**config.mk**
```make
export PLATFORM = sky130hd
export DESIGN_NAME = rx_buf_alloc_ctrl
export DESIGN_NICKNAME = d
export VERILOG_FILES = /design/src/rtl/rx_buf_alloc_ctrl.sv
export SDC_FILE = /design/constraint.sdc
export NUM_CORES = 1
export LEC_CHECK = 0
export BUFFER_PORTS_ARGS = -buffer_cell sky130_fd_sc_hd__buf_2
export CAP_MARGIN = 10
export CORE_MARGIN = 2
export CORE_UTILIZATION = 44
export CTS_CLUSTER_DIAMETER = 30
export DETAILED_ROUTE_END_ITERATION = 8
export PLACE_DENSITY = 0.76
export SETUP_SLACK_MARGIN = 0.02
export SYNTH_ARGS = -nofsm -noshare
export SYNTH_HDL_FRONTEND = slang
export SYNTH_SLANG_ARGS = --single-unit
```
**constraint.sdc**
```tcl
create_clock -name clk -period 1.62 [get_ports clk]
set_clock_uncertainty 0.15 [all_clocks]
set_input_delay 0.162 -clock clk [delete_from_list [all_inputs] [get_ports clk]]
set_output_delay 0.162 -clock clk [all_outputs]
set_load 0.05 [all_outputs]
```
**src/rtl/rx_buf_alloc_ctrl.sv**
```systemverilog
module rx_buf_alloc_ctrl #(
  parameter int AW      = 11,
  parameter int PNW     = 6,
  parameter int MAX_LEN = 1532,
  parameter int HDR     = 2
) (
  input  logic           clk,
  input  logic           rst_n,
  input  logic           mac_rx_start,
  input  logic           mac_addr_miss,
  input  logic           mac_frame_end,
  input  logic           mac_crc_ok,
  input  logic           cfg_accept_bad,
  input  logic           mac_fifo_empty,
  input  logic [7:0]     mac_fifo_data,
  output logic           mac_fifo_pop,
  output logic           mmu_alloc_req,
  input  logic           mmu_alloc_ack,
  input  logic           mmu_alloc_fail,
  input  logic [PNW-1:0] mmu_pkt_num,
  output logic           mmu_release,
  output logic [PNW-1:0] mmu_release_num,
  output logic           mem_we,
  output logic [PNW-1:0] mem_pkt,
  output logic [AW-1:0]  mem_addr,
  output logic [7:0]     mem_wdata,
  output logic           rxq_push,
  output logic [PNW-1:0] rxq_num,
  output logic           rx_abort
);
  localparam logic [AW-1:0] LIM  = AW'(MAX_LEN);
  localparam logic [AW-1:0] BASE = AW'(HDR);

  typedef enum logic [2:0] {S_IDLE, S_ALLOC, S_DATA, S_HLO, S_HHI, S_PUSH, S_REL} st_t;
  st_t st;
  logic [AW-1:0]  cnt;
  logic [PNW-1:0] pkt;
  logic end_seen, crc_seen;

  wire in_data = (st == S_DATA);
  wire over    = (cnt == LIM);
  wire ended   = end_seen | mac_frame_end;
  wire crc_ok  = end_seen ? crc_seen : mac_crc_ok;

  assign mac_fifo_pop    = in_data && !mac_addr_miss && !mac_fifo_empty && !over;
  assign mmu_alloc_req   = (st == S_ALLOC);
  assign mmu_release     = (st == S_REL);
  assign mmu_release_num = pkt;
  assign rxq_push        = (st == S_PUSH);
  assign rxq_num         = pkt;
  assign mem_pkt         = pkt;
  assign mem_we          = mac_fifo_pop || st == S_HLO || st == S_HHI;
  assign mem_addr        = (st == S_HLO) ? '0 : (st == S_HHI) ? AW'(1) : cnt + BASE;
  assign mem_wdata       = (st == S_HLO) ? cnt[7:0] : (st == S_HHI) ? 8'(cnt >> 8) : mac_fifo_data;

  always_ff @(posedge clk) begin
    if (!rst_n) begin
      st <= S_IDLE; cnt <= '0; pkt <= '0;
      end_seen <= 1'b0; crc_seen <= 1'b0; rx_abort <= 1'b0;
    end else begin
      if ((st == S_ALLOC || in_data) && mac_frame_end && !end_seen) begin
        end_seen <= 1'b1;
        crc_seen <= mac_crc_ok;
      end
      if (mac_fifo_pop) cnt <= cnt + 1'b1;
      unique case (st)
        S_IDLE: if (mac_rx_start) begin
          st <= S_ALLOC; cnt <= '0; end_seen <= 1'b0; crc_seen <= 1'b0; rx_abort <= 1'b0;
        end
        S_ALLOC:
          if (mmu_alloc_ack) begin st <= S_DATA; pkt <= mmu_pkt_num; end
          else if (mmu_alloc_fail) st <= S_IDLE;
        S_DATA:
          if (mac_addr_miss) st <= S_REL;
          else if (!mac_fifo_empty) begin
            if (over) begin st <= S_REL; rx_abort <= 1'b1; end
          end else if (ended) st <= (crc_ok || cfg_accept_bad) ? S_HLO : S_REL;
        S_HLO:  st <= S_HHI;
        S_HHI:  st <= S_PUSH;
        S_PUSH: st <= S_IDLE;
        S_REL:  st <= S_IDLE;
        default: st <= S_IDLE;
      endcase
    end
  end

  a_r1_req_follows_start: assert property (@(posedge clk) disable iff (!rst_n)
    (st == S_IDLE && mac_rx_start) |=> mmu_alloc_req);
  a_r1_req_holds: assert property (@(posedge clk) disable iff (!rst_n)
    (mmu_alloc_req && !mmu_alloc_ack && !mmu_alloc_fail) |=> mmu_alloc_req);
  a_r2_pop_needs_data: assert property (@(posedge clk) disable iff (!rst_n)
    mac_fifo_pop |-> !mac_fifo_empty);
  a_r3_miss_stops_pop: assert property (@(posedge clk) disable iff (!rst_n)
    (in_data && mac_addr_miss) |=> (mmu_release && !mac_fifo_pop));
  a_r5_release_or_push: assert property (@(posedge clk) disable iff (!rst_n)
    !(mmu_release && rxq_push));
  a_r6_abort_releases: assert property (@(posedge clk) disable iff (!rst_n)
    $rose(rx_abort) |-> mmu_release);
  a_r8_fail_to_idle: assert property (@(posedge clk) disable iff (!rst_n)
    (mmu_alloc_req && mmu_alloc_fail && !mmu_alloc_ack) |=> (!mmu_alloc_req && !mac_fifo_pop));
endmodule

```
==> results.json, run 1 <==
{
  "stop_error": "[ERROR DPL-0038] Utilization greater than 100%, impossible to legalize",
  "rows": 22,
  "synth.ff_latch_count": 23,
  "clock-sinks": 23,
  "grt_max_degree": 14,
  "htree_num_levels": 1,
  "synth.avg_cell_area_sq_um": 7.76,
  "lastStage": "global routing (5_1_grt)",
  "cts_buffers": 3,
  "fp.dieW_um": 66.4,
  "initial_core_util_pct": 46.2,
  "ioPinCount": 67,
  "cts_root_buf": "clkbuf_8",
  "postGrtWorstEndpoint": "mem_we",
  "gp_congestion": 0.868,
  "post-dp-hpwl_um": 4110,
  "dp_cells": 366,
  "clockBufferDepth": 2,
  "netlist_area_sq_um": 1720,
  "endpoint_type": "primary output",
  "die_height_um": 66.4,
  "io_buffers": 66,
  "netlist_instances": 221,
  "synth-seq-area-share_pct": 26.8,
  "place_ws_ns": -0.227,
  "run_status": "aborted with a tool error",
  "synth_nets": 248,
  "synth_cell_types": 51,
  "ys_warn_count": 0
}
==> cell usage after synthesis (all sizes together) <==
library cell  count  area, sq um
or4b              1         10.0
xnor2             6         52.6
and3              3         18.8
nor4b             1         8.76
mux2              2         26.3
o211ai            1         7.51
nand2            10         37.5
inv               9         33.8
nand2b            3         18.8
o21a              1         7.51
nor2b             2         12.5
clkbuf            3         11.3
nor3              5         30.0
buf              22          146
or3               2         12.5
nand3             7         47.6
o31ai             6         45.0
o22ai             5         31.3
or3b              1         8.76
and2              1         6.26
o21ai            11         55.1
a31o              1         8.76
mux2i             7         70.1
xor2              2         17.5
ha                3         37.5
dfxtp            23          460
nand4             4         25.0
or4               6         52.6
o221a             3         33.8
a211oi            1         7.51
nor3b             4         46.3
nor4              3         33.8
a21oi            20          108
nor2             37          141
o221ai            1         15.0
o2111ai           1         8.76
or2               3         21.3
==> through the flow <==
stage / hold WS (ns) / instance area [sq um] / TNS, ns
3_5_place_dp: 0.260 / 2650 / -2.84
2_1_floorplan: 0.159 / 1970 / -2.09
4_1_cts: 0.0185 / 3400 / -8.84
3_3_place_gp: 0.246 / 2650 / -2.16
==> cells by family after synthesis <==
| group | share of synthesized area [%] |
|---|---|
| adder cells (fa/ha/maj) | 2.19 |
| flip-flops | 26.8 |
| multiplexers | 5.62 |
| AND/OR/NAND/NOR | 31.0 |
| XOR/XNOR | 4.08 |
| buffers and inverters | 11.2 |
| AO/OA/AOI/OAI | 19.1 |
==> repair_timing <==
item                                    in CTS
hold endpoints to repair                     5
endpoints found under the setup margin      40
setup buffers                               22
pin swaps                                   35
gates resized for setup                    122
hold buffers                                 5
==> run 2, diff against run 1 <==
- CORE_UTILIZATION: 44 -> 35
- CTS_CLUSTER_DIAMETER: 30 -> not set
- PLACE_DENSITY: 0.76 -> not set
- PLACE_DENSITY_LB_ADDON: not set -> 0.15
- SETUP_SLACK_MARGIN: 0.02 -> not set
- clock period: 1.62 -> 2.1 ns (I/O delays scaled with it)
==> run 2 against run 1 <==
Effect of this change:
- the run now ends clean
- synthesized cell count did not move
- synthesized area is the same
==> results.json, run 2 <==
{
  "cp_data_arrival_time_ns": 1.65,
  "yosys_most_used_dff": "dfxtp_1",
  "grtUsageTotal_pct": 18.1,
  "hold_viol": 0,
  "worst_path_largest_cell_delay_ns": 0.35,
  "regMostFlops": "cnt",
  "ant_nets": 0,
  "grt-ovfl-total": 0,
  "synth_edf_count": 0,
  "place_ws_ns": 0.165,
  "critPathSlowestCell": "dfxtp_2",
  "netlist_instances": 221,
  "p_leak_nw": 0.982,
  "area_growth_pct": 32.8,
  "post-dp-hpwl_um": 3730,
  "power.density_nw_per_um2": 849,
  "clk_pin_slew_worst_paths_ns": 0.09,
  "synth_nets": 248,
  "grt_max_degree": 14,
  "netlist_area_sq_um": 1720,
  "rows": 25,
  "design_area_sq_um": 2280,
  "tightest_slew_ns": 0.421,
  "gp_congestion": 0.807,
  "hold_class": "input port to flop",
  "drc": 0,
  "diodes": 0,
  "synth_top_area_share_pct": 26.8,
  "fin_crit_sh_pct": 95.6,
  "post_drt_wl_per_cell_um": 13.3,
  "clockBufferDepth": 2,
  "die_height_um": 74.0,
  "final_common_cell": "buf_2",
  "ys_warn_count": 0,
  "fp.dieW_um": 74.0,
  "most-common-layout-cells": "60 x buf_2, 36 x nor2_1, 27 x buf_4",
  "clock-sinks": 23,
  "synth_cell_types": 51,
  "ioPinCount": 67,
  "path_max_fanout": 5,
  "wirelength_um": 4790,
  "cts_buffers": 3,
  "startpoint_type": "flop",
  "cts_root_buf": "clkbuf_8",
  "crit_family": "buffers and inverters",
  "layout_setup_ws_ns": 0.0915,
  "synth.avg_cell_area_sq_um": 7.76,
  "rsz0062_at_grt": "yes",
  "run_status": "completed",
  "layout.nets": 321,
  "antenna_found_initial": 0,
  "io_buffers": 66,
  "htree_num_levels": 1,
  "slew_violations": 0,
  "grt_pass1_wl_um": 7710,
  "synth.most_common_cell": "nor2_1",
  "cp_num_buf_inv": 2,
  "crit_chain": "buf_4 > ha_1 > nand2_1 > nor3_1 > xnor2_1 > nor2_1 > clkbuf_4",
  "path_class": "flop to primary output",
  "fmax_mhz": 498,
  "dieArea_sq_um": 5480,
  "maxSlewHeadroom_pct": 71.9,
  "synth_top_cell_by_area": "dfxtp_1",
  "placed_area_sq_um": 2150,
  "synth.ff_latch_count": 23,
  "ys_top_cells_by_count": "36 x nor2_1, 23 x dfxtp_1, 18 x a21oi_1, 12 x buf_4",
  "whs_ns": 0.0199,
  "vias": 1773,
  "synth-seq-area-share_pct": 26.8,
  "fill_cells": 491,
  "drt_iter0_markers": 92,
  "critPathCaptureType": "primary output",
  "avgViaCountPerCell": 4.93,
  "initial_core_util_pct": 36.3,
  "min_period_ns": 2.01,
  "insertion_delay_ns": 0.27,
  "tns_ns": 0,
  "setup_viol": 0,
  "drive_gt1_share_pct": 45.1,
  "maxCapViolCount": 0,
  "cts_tree": "yes",
  "fin_cells": 360,
  "largest_register_ffs": 11,
  "core_sq_um": 4720,
  "async_reset_ff_share_pct": 0,
  "grt_pass1_vias": 1594,
  "first_pass_iters": 4,
  "dp_cells": 353,
  "vdd_drop_max_mv": 0.352,
  "yosys-top-cells-area": "dfxtp_1 27%, nor2_1 7.9%, a21oi_1 5.3%",
  "critPathRequiredTime_ns": 1.74
}
run 2: worst paths after layout:
path | from | endpoint | slack (ns) | cells after the start
setup reg to reg | cnt[0] | cnt[8] | 0.16 | 8
setup / recovery | cnt[1] | mem_addr[9] | 0.09 | 7
hold reg to reg | crc_seen | crc_seen | 0.33 | 2
hold / removal | mmu_pkt_num[4] | mem_pkt[4] | 0.02 | 3
run 2: where the power goes:
group	internal (mW)	switching [mW]
clock network	0.133	0.159
registers	0.480	0.0655
logic	0.372	0.725
total	0.984	0.950
run 2: layer usage:
metal | up-vias | global-route usage (%) | part of all wire, %
met4 | 0 | 5.45 | 1.1
met1 | 797 | 25.3 | 48
met3 | 4 | 2.85 | 5.0
met2 | 49 | 28.9 | 46
li1 | 923 | - | -
met5 | - | 0 | 0
run 2: through the flow:
stage | util [%] | total power [mW]
floorplan | - | 1.39
global placement | 45.6 | 1.63
detailed placement | 45.6 | 1.63
CTS | 47.5 | 1.94
global route | 48.2 | 2.04
finish | 48.2 | 1.93
run 2: cell type report:
| type | instances | area, sq um | share of cell area (%) |
|---|---|---|---|
| Timing Repair Buffer | 93 | 556 | 24.4 |
| Multi-Input combinational cell | 164 | 1090 | 47.7 |
| Clock inverter | 1 | 5.00 | 0.220 |
| Sequential cell | 23 | 473 | 20.8 |
| Tap cell | 67 | 83.8 | 3.68 |
| Clock buffer | 3 | 41.3 | 1.81 |
| Inverter | 9 | 33.8 | 1.48 |
run 2: what timing repair did:
item | 4_1_cts | 5_1_grt
hold buffers | 0 | 0
pin swaps | 3 | 2
gates resized for setup | 12 | 12
setup buffers | 3 | 0
setup endpoints to repair | 14 | 17
run 2: logic make-up after synthesis:
group / after synthesis / share of synthesized area (%)
and+or+nand+nor: 93 / 31.0
AOI/OAI and AO/OA: 51 / 19.1
buffers and inverters: 34 / 11.2
DFF: 23 / 26.8
muxes: 9 / 5.62
xor gates and xnor gates: 8 / 4.08
adders and majority gates: 3 / 2.19
run 2: worst min-delay path, stage by stage:
cell and delay [ns]:
buf_2 0.07, mux2i_1 0.05, nor2_1 0.07
No activity file was read; power rests on OpenSTA's default activity.
